`config.mk`:
```
export PLATFORM = sky130hd
export DESIGN_NAME = iter_mul
export DESIGN_NICKNAME = d
export VERILOG_FILES = /design/src/rtl/mul_pkg.sv /design/src/rtl/mul_decode.sv /design/src/rtl/mul_core.sv /design/src/rtl/mul_fix.sv /design/src/rtl/iter_mul.sv
export SDC_FILE = /design/constraint.sdc
export NUM_CORES = 1
export LEC_CHECK = 0
export CAP_MARGIN = 40
export CORE_ASPECT_RATIO = 1.75
export CORE_MARGIN = 1
export CORE_UTILIZATION = 30
export DETAILED_ROUTE_END_ITERATION = 7
export PLACE_DENSITY_LB_ADDON = 0.08
export SYNTH_ARGS = -nofsm -noshare
export SYNTH_HDL_FRONTEND = slang
export SYNTH_SLANG_ARGS = --single-unit
```
`constraint.sdc`:
```
create_clock -name clk -period 5.1 [get_ports clk]
set_clock_uncertainty 0.05 [all_clocks]
set_input_delay 1.275 -clock clk [delete_from_list [all_inputs] [get_ports clk]]
set_output_delay 1.275 -clock clk [all_outputs]
set_load 0.03 [all_outputs]
```
`src/rtl/mul_pkg.sv`:
```
package mul_pkg;

    typedef enum logic [1:0] {
        ST_IDLE,
        ST_LOOP,
        ST_FIX
    } mul_state_e;

    typedef enum logic [1:0] {
        SEL_LO,
        SEL_HUU,
        SEL_HSU,
        SEL_HSS
    } mul_sel_e;

    localparam logic [5:0] OPC_IMM  = 6'h24;
    localparam logic [5:0] OPC_REG  = 6'h3a;
    localparam logic [5:0] XOP_LO   = 6'h27;
    localparam logic [5:0] XOP_HUU  = 6'h07;
    localparam logic [5:0] XOP_HSU  = 6'h17;
    localparam logic [5:0] XOP_HSS  = 6'h1f;

endpackage

```
`src/rtl/mul_decode.sv`:
```
module mul_decode
    import mul_pkg::*;
#(
    parameter int XLEN = 32
) (
    input  logic [5:0]      op_code,
    input  logic [5:0]      ext_code,
    input  logic [4:0]      fld_b,
    input  logic [4:0]      fld_c,
    input  logic [15:0]     imm16,
    input  logic [XLEN-1:0] src_b,
    output mul_sel_e        sel,
    output logic [XLEN-1:0] oper2,
    output logic [4:0]      dst
);
    logic is_imm;

    assign is_imm = (op_code == OPC_IMM);

    always_comb begin
        if (is_imm) begin
            sel   = SEL_LO;
            oper2 = {{(XLEN-16){imm16[15]}}, imm16};
            dst   = fld_b;
        end else begin
            oper2 = src_b;
            dst   = fld_c;
            unique case (ext_code)
                XOP_LO:  sel = SEL_LO;
                XOP_HUU: sel = SEL_HUU;
                XOP_HSU: sel = SEL_HSU;
                default: sel = SEL_HSS;
            endcase
        end
    end
endmodule

```
`src/rtl/mul_core.sv`:
```
module mul_core #(
    parameter int XLEN = 32
) (
    input  logic            clk,
    input  logic            load,
    input  logic            step,
    input  logic [XLEN-1:0] mcand_in,
    input  logic [XLEN-1:0] mplr_in,
    output logic [XLEN-1:0] acc_lo,
    output logic [XLEN-1:0] acc_hi
);
    logic [XLEN-1:0] mcand;
    logic [XLEN-1:0] mplr_up;
    logic [XLEN-1:0] mplr_dn;
    logic [XLEN:0]   hi_sum;
    logic [XLEN-1:0] lo_next;

    assign hi_sum  = {1'b0, acc_hi} + (mplr_dn[0] ? {1'b0, mcand} : '0);
    assign lo_next = {acc_lo[XLEN-2:0], 1'b0} + (mplr_up[XLEN-1] ? mcand : '0);

    always_ff @(posedge clk) begin
        if (load) begin
            acc_lo  <= '0;
            acc_hi  <= '0;
            mcand   <= mcand_in;
            mplr_up <= mplr_in;
            mplr_dn <= mplr_in;
        end else if (step) begin
            acc_lo  <= lo_next;
            acc_hi  <= hi_sum[XLEN:1];
            mplr_up <= {mplr_up[XLEN-2:0], 1'b0};
            mplr_dn <= {1'b0, mplr_dn[XLEN-1:1]};
        end
    end
endmodule

```
`src/rtl/mul_fix.sv`:
```
module mul_fix
    import mul_pkg::*;
#(
    parameter int XLEN = 32
) (
    input  mul_sel_e        sel,
    input  logic [XLEN-1:0] opa,
    input  logic [XLEN-1:0] opb,
    input  logic [XLEN-1:0] lo,
    input  logic [XLEN-1:0] hi_uu,
    output logic [XLEN-1:0] res
);
    logic [XLEN-1:0] hi_su;
    logic [XLEN-1:0] hi_ss;

    assign hi_su = hi_uu - (opa[XLEN-1] ? opb : '0);
    assign hi_ss = hi_su - (opb[XLEN-1] ? opa : '0);

    always_comb begin
        unique case (sel)
            SEL_LO:  res = lo;
            SEL_HUU: res = hi_uu;
            SEL_HSU: res = hi_su;
            default: res = hi_ss;
        endcase
    end
endmodule

```
`src/rtl/iter_mul.sv`:
```
module iter_mul
    import mul_pkg::*;
#(
    parameter int XLEN = 32
) (
    input  logic            clk,
    input  logic            rst_n,
    input  logic            start,
    input  logic [5:0]      op_code,
    input  logic [5:0]      ext_code,
    input  logic [4:0]      fld_b,
    input  logic [4:0]      fld_c,
    input  logic [15:0]     imm16,
    input  logic [XLEN-1:0] src_a,
    input  logic [XLEN-1:0] src_b,
    output logic            busy,
    output logic            done,
    output logic [XLEN-1:0] result,
    output logic [4:0]      dest
);
    localparam int CNT_W = (XLEN > 1) ? $clog2(XLEN) : 1;
    localparam logic [CNT_W-1:0] LAST_STEP = CNT_W'(XLEN - 1);

    mul_state_e      state, state_nx;
    logic [CNT_W-1:0] step_cnt;
    mul_sel_e        dec_sel, sel_q;
    logic [XLEN-1:0] dec_op2, opa_q, opb_q;
    logic [4:0]      dec_dst, dst_q;
    logic [XLEN-1:0] acc_lo, acc_hi, fix_res;
    logic            launch;

    assign launch = (state == ST_IDLE) && start;
    assign busy   = (state != ST_IDLE);

    mul_decode #(.XLEN(XLEN)) u_dec (
        .op_code  (op_code),
        .ext_code (ext_code),
        .fld_b    (fld_b),
        .fld_c    (fld_c),
        .imm16    (imm16),
        .src_b    (src_b),
        .sel      (dec_sel),
        .oper2    (dec_op2),
        .dst      (dec_dst)
    );

    mul_core #(.XLEN(XLEN)) u_core (
        .clk      (clk),
        .load     (launch),
        .step     (state == ST_LOOP),
        .mcand_in (src_a),
        .mplr_in  (dec_op2),
        .acc_lo   (acc_lo),
        .acc_hi   (acc_hi)
    );

    mul_fix #(.XLEN(XLEN)) u_fix (
        .sel   (sel_q),
        .opa   (opa_q),
        .opb   (opb_q),
        .lo    (acc_lo),
        .hi_uu (acc_hi),
        .res   (fix_res)
    );

    // next state: launch, finish_loop, retire
    always_comb begin
        state_nx = state;
        unique case (state)
            ST_IDLE: if (start) state_nx = ST_LOOP;
            ST_LOOP: if (step_cnt == LAST_STEP) state_nx = ST_FIX;
            ST_FIX:  state_nx = ST_IDLE;
            default: state_nx = ST_IDLE;
        endcase
    end

    // state register
    always_ff @(posedge clk) begin
        if (!rst_n) state <= ST_IDLE;
        else        state <= state_nx;
    end

    // operation capture and step counter
    always_ff @(posedge clk) begin
        if (!rst_n) begin
            step_cnt <= '0;
            sel_q    <= SEL_LO;
            opa_q    <= '0;
            opb_q    <= '0;
            dst_q    <= '0;
        end else if (launch) begin
            step_cnt <= '0;
            sel_q    <= dec_sel;
            opa_q    <= src_a;
            opb_q    <= dec_op2;
            dst_q    <= dec_dst;
        end else if (state == ST_LOOP) begin
            step_cnt <= step_cnt + 1'b1;
        end
    end

    // outputs
    always_ff @(posedge clk) begin
        if (!rst_n) begin
            done   <= 1'b0;
            result <= '0;
            dest   <= '0;
        end else begin
            done <= (state == ST_FIX);
            if (state == ST_FIX) begin
                result <= fix_res;
                dest   <= dst_q;
            end
        end
    end
endmodule

```
# Word-level counts from Yosys, hierarchy flattened
# Cells that the tools add are included.
# Widths: inputs -> output; s select.
dict set report op_classes {
  n_addsub 5
  n_eq_ne 11
  muxes 16
  bitwise_logic 1
  reduce_logical 7
}
# op count
set ops {}
lappend ops {{$mux 32} 9}
lappend ops {{$pmux 32 s3} 1}
lappend ops {{$sub 32x32->32} 2}
lappend ops {{$add 32x33->33} 1}
lappend ops {{$add 32x32->32} 1}
lappend ops {{$eq 6x6->1 const B} 2}
lappend ops {{$eq 6x3->1 const B} 1}
lappend ops {{$eq 6x5->1 const B} 1}
lappend ops {{$mux 2} 3}
lappend ops {{$pmux 2 s3} 1}
lappend ops {{$add 5x1->5 const B} 1}
lappend ops {{$eq 5x5->1 const B} 1}
lappend ops {{$mux 5} 1}
lappend ops {{$eq 2x1->1 const B} 2}
lappend ops {{$eq 2x2->1 const B} 2}
lappend ops {{$logic_not 2->1} 2}
lappend ops {{$ne 2x2->1 const B} 2}
lappend ops {{$pmux 2 s2} 1}
lappend ops {{$reduce_bool 2->1} 2}
lappend ops {{$reduce_and 2->1} 1}
lappend ops {{$reduce_or 2->1} 1}
lappend ops {{$logic_and 1x1->1} 1}
lappend ops {{$not 1->1} 1}
dict set report totals {
  ff_bits 276
  out_inout_bits 39
  elab_cells 54
}

# Logic depth before layout (Yosys ltp)
dict set report logic_depth {
  word_depth 4
  depth_mapped 28
  mapped_depth_nobuf 25
}

# Hierarchy
# A second synthesis with hierarchy kept.
dict set report hier_totals {
  cells_unflattened 2170
  area_unflattened_um2 18910.6
}
# module instances cells_per_inst area_per_inst_um2
set by_module_without_submodules {}
lappend by_module_without_submodules {mul_core 1 1007 9350.2}
lappend by_module_without_submodules {mul_fix 1 606 4616.9}
lappend by_module_without_submodules {iter_mul 1 505 4375.4}
lappend by_module_without_submodules {mul_decode 1 52 568.0}

# Worst setup path after synthesis
# OpenSTA, ideal clock, no wires.
dict set report synth_path {
  path_type {reg-to-reg}
  start {reg opa_q[31]}
  end {reg result[29]}
  setup_time_ns 0.117
  arrival_time_ns 5.432
  required_ns 4.933
  slack_ns -0.498
  path_stages_with_launch 24
  n_path_buf 2
  period_less_slack_ns 5.598
  cell_sequence {dfxtp_1 -> clkbuf_1 -> clkbuf_1 -> nand2_1 -> fa_1 -> a211oi_2 -> o21ai_2 -> a211oi_4 -> o21ai_0 -> xor2_1 -> ha_1 -> and4_1 -> and4b_1 -> a2111oi_0 -> o21ai_0 -> a21oi_1 -> maj3_1 -> o21a_1 -> o21a_1 -> o211ai_2 -> a31o_1 -> xor2_1 -> mux4_2 -> a22o_1}
}
dict set report synth_between {
  elab_chain_len 4
}
# element line
set synth_lines {}
lappend synth_lines {{from (decl)} iter_mul.sv:27} ;# logic [XLEN-1:0] dec_op2, opa_q, opb_q;
lappend synth_lines {{from (signal assigned)} iter_mul.sv:94} ;# opa_q <= src_a;
lappend synth_lines {{$mux 32 (*)} mul_fix.sv:16} ;# assign hi_su = hi_uu - (opa[XLEN-1] ? opb : '0);
lappend synth_lines {{$sub 32x32->32 (*)} mul_fix.sv:16}
lappend synth_lines {{$sub 32x32->32} mul_fix.sv:17} ;# assign hi_ss = hi_su - (opb[XLEN-1] ? opa : '0);
lappend synth_lines {{$pmux 32 s3 (*)} mul_fix.sv:20} ;# unique case (sel)
lappend synth_lines {{to (signal assigned)} iter_mul.sv:111} ;# result <= fix_res;
lappend synth_lines {{to (decl)} iter_mul.sv:18} ;# output logic [XLEN-1:0] result,
# Every way passes the cells marked *; elsewhere a longest branch is shown, timed or not.
# A chain may end at the register's enable or synchronous reset.

# Worst setup path in the final report
dict set report layout_path {
  start {reg opa_q[31]}
  end {reg result[30]}
}
# The elaborated chain is that of the path after synthesis.

==> flow_metrics.tcl <==
set metrics [dict create \
    avgSynthCellArea_um2 8.840 \
    num_rows 116 \
    r2r-start "opa_q[31]" \
    r2r-end "result[30]" \
    io_pins 144 \
    p_clk_frac 0.181 \
    worst_slack_ns -0.007405 \
    drive_gt1_frac 0.1466 \
    ys.flop_type "dfxtp_1" \
    portBuffers 143 \
    synthXorXnorAreaFrac 0.06132 \
    status "finished with violations" \
    drc_errors 0 \
    synth_area_leaders "dfxtp_1 (21%), edfxtp_1 (17%), ha_1 (8.9%)" \
    worstMarginPinSlew_ns 0.9085 \
    fin_crit_sh 1.001 \
    synth.top_cell.area_share 0.2078 \
    yosysTopAreaCell "dfxtp_1" \
    synth-seq-cells 276 \
    nNetsFinal 2432 \
    dp_hpwl_mm 45.25 \
    netlist_instances 1962 \
    power_density_nw_per_um2 578.8 \
    place_inst 2911 \
    n_fill_cell 5930 \
    drt_iter0_drc 670 \
    fp.dieH_um 320.1 \
    antenna_found_initial 0 \
    whs_endpoint "dest[0]" \
    holdBufCountCts 0 \
    synthesis.area_um2 17340 \
    drt-pass1-iter-count 5 \
    comb_power_share 0.595 \
    syn2layout_area_growth_pct 27.13 \
    grt_max_degree 198 \
    fin_area_um2 22050 \
    h-tree-depth 1 \
    grt_pass1_wl_mm 91.70 \
    tns_ns -0.01282 \
    multi_input_area_um2 10730 \
    pwr-share-seq 0.224 \
    dieArea_um2 58820 \
    slew_headroom 0.3944 \
    cp-start-kind "register" \
    swShare 0.4036 \
    rsz0062_at_grt "yes" \
    report.final.slew_viol_count 0 \
    cts_tree "yes" \
    yosysMostFrequentCell "nand2_1" \
    endpoint_kind "register" \
    drt-total-wl_mm 60.49 \
    coreArea_um2 57180 \
    clockBufferDepth 3 \
    r2r_cells 24 \
    stdcell_count 2991 \
    clk_latency_ns 0.62 \
    num_vias 15041 \
    initial_core_util 0.3033 \
    synth_top_family_by_area "compound AO/OA/AOI/OAI gates" \
    synth_compound_area_frac 0.2098 \
    async_flop_share 0 \
    path_class "register to register" \
    peakVddDrop_mv 0.3436 \
    crit_required_ns 5.55 \
    via_per_inst 5.029 \
    drv_cap 0 \
    ant_nets 0 \
    ctsRootBufferMaster "clkbuf_16" \
    synth_nets 2194 \
    path_clk_slew_ns 0.07 \
    grt_overflow_total 0 \
    hold_viol 0 \
    hp-start "dst_q[0]" \
    ff_latch_area_um2 6490 \
    place_area_um2 20480 \
    synth_cell_type_count 90 \
    intPower_mw 7.612 \
    power_switching_mw 5.151 \
    diodes 0 \
    numCtsBuffers 30 \
    synth-adder-area-share 0.09458 \
    synth.top_cells.by_count "nand2_1 (308), dfxtp_1 (180), nor2_1 (152)" \
    synthMuxAreaShare 0.04833 \
    worstPathMaxFanout 6 \
    dp_worst_setup_slack_ns -0.3823 \
    fmax_ghz 0.1958 \
    synthSimpleGateAreaFrac 0.1820 \
    leakage_nw 8.792 \
    die_w_um 183.8 \
    r2r_slack_ns -0.007 \
    synth-edff-count 96 \
    setup_violations 2 \
    first_global_vias 15483 \
    grt.total_usage 0.2064 \
    violations "negative setup slack" \
    clock_sinks 276 \
    period_needed_ns 5.107 \
    min_path_type "register to register" \
    wl_per_cell_um 20.22 \
    yosysSeqAreaShare 0.3740 \
    arrival_ns 5.56 \
    hold-path-cell-count 2 \
    ys_warn_count 0 \
    gp_congestion 0.8838 \
]
==> critical path, stage by stage (launching register included) <==
cell and delay (ns):
dfxtp_2 0.32, buf_6 0.12, buf_4 0.15, nand2_1 0.10, ha_4 0.22, a21oi_1 0.14, a21o_1 0.17, a21oi_2 0.08
buf_4 0.14, or4_4 0.48, a221o_1 0.38, xor2_2 0.21, ha_2 0.37, nor2_1 0.07, a211oi_4 0.21, a311oi_2 0.15
nor2_2 0.18, a211oi_2 0.11, or4_4 0.46, buf_6 0.14, a311oi_4 0.25, buf_4 0.18, a31oi_4 0.07, xnor2_1 0.13
o2bb2ai_1 0.11
==> state kept, by name, summed over array words and instances, names as in the netlist <==
signal	cells
done	1
opa_q	32
step_cnt	5
dst_q	5
state	2
u_core.mcand	32
dest	5
u_core.acc_hi	32
sel_q	2
u_core.acc_lo	32
result	32
u_core.mplr_up	32
opb_q	32
u_core.mplr_dn	32
==> stage by stage <==
stage               power [mW]  hold WS, ns  utilization
global placement         9.598       0.3925       0.3572
global route             13.66       0.4395       0.3856
detailed placement       9.623       0.4088       0.3581
CTS                      12.57       0.4170       0.3817
finish                   12.76       0.4101       0.3856
floorplan                7.370       0.3712            -
==> final cells by class <==
class / instances / share of cell area
Multi-Input combinational cell: 1550 / 0.4868
Sequential cell: 276 / 0.2943
Timing Repair Buffer: 301 / 0.1222
Tap cell: 767 / 0.04352
Clock buffer: 41 / 0.03637
Clock inverter: 15 / 0.009533
Inverter: 41 / 0.007206
==> worst max-delay path by stage <==
stage | depth (start not counted) | slack, ns | startpoint | end
after floorplan | 28 | -0.06 | opa_q[31] | result[26]
after global placement | 24 | -0.40 | opb_q[0] | result[29]
after detailed placement | 24 | -0.38 | opb_q[0] | result[29]
after CTS | 26 | -0.13 | opa_q[31] | result[30]
after global routing | 28 | -0.28 | opa_q[31] | result[29]
final | 24 | -0.007 | opa_q[31] | result[30]
==> layer usage <==
layer,GRT usage,part of all wire
met1,0.2122,0.37
met5,0,0
met4,0.09315,0.047
met2,0.4077,0.55
met3,0.02220,0.030
==> logic make-up after synthesis <==
logic type	count (synthesis)
buf+inv	136
mux	58
fa+ha+maj	129
flops	276
xor+xnor	119
compound gates	552
simple gates	692
==> power groups by stage <==
stage	sequential [mW]	combinational, mW	clock [mW]
2_1_floorplan	2.75	4.62	0
3_3_place_gp	2.91	6.69	0
3_5_place_dp	2.91	6.71	0
4_1_cts	2.87	7.31	2.39
5_1_grt	2.89	8.32	2.45
6_report	2.86	7.60	2.31
==> timing repair <==
item,in CTS,in global routing
resized for setup,48,32
pin swaps,50,37
buffers inserted,18,6
endpoints found under the setup margin,7,13
endpoints found under the hold margin,0,0
==> cells in the final DEF (no fill, tap or decap), types with 9 or more instances in the layout <==
cell / netlist / routed
a211oi_1: 13 / 9
a21boi_0: 58 / 58
a21o_1: 39 / 39
a21oi_1: 132 / 123
and2_1: 72 / 71
and3_1: 10 / 10
buf_4: 1 / 149
clkbuf_1: 79 / 10
clkbuf_16: 0 / 30
clkdlybuf4s50_1: 0 / 142
dfxtp_1: 180 / 177
edfxtp_1: 96 / 96
ha_1: 123 / 110
inv_1: 41 / 37
mux2i_1: 32 / 32
mux4_2: 20 / 20
nand2_1: 308 / 305
nand2b_1: 18 / 17
nand3_1: 44 / 42
nand3b_1: 11 / 11
nand4_1: 12 / 12
nor2_1: 152 / 149
nor2b_1: 13 / 11
nor3_1: 18 / 15
o211a_1: 11 / 11
o211ai_1: 12 / 12
o21a_1: 46 / 45
o21ai_0: 151 / 144
or3_1: 9 / 9
xnor2_1: 55 / 52
xor2_1: 62 / 61
Note: power is estimated with default switching activity, not from simulation.
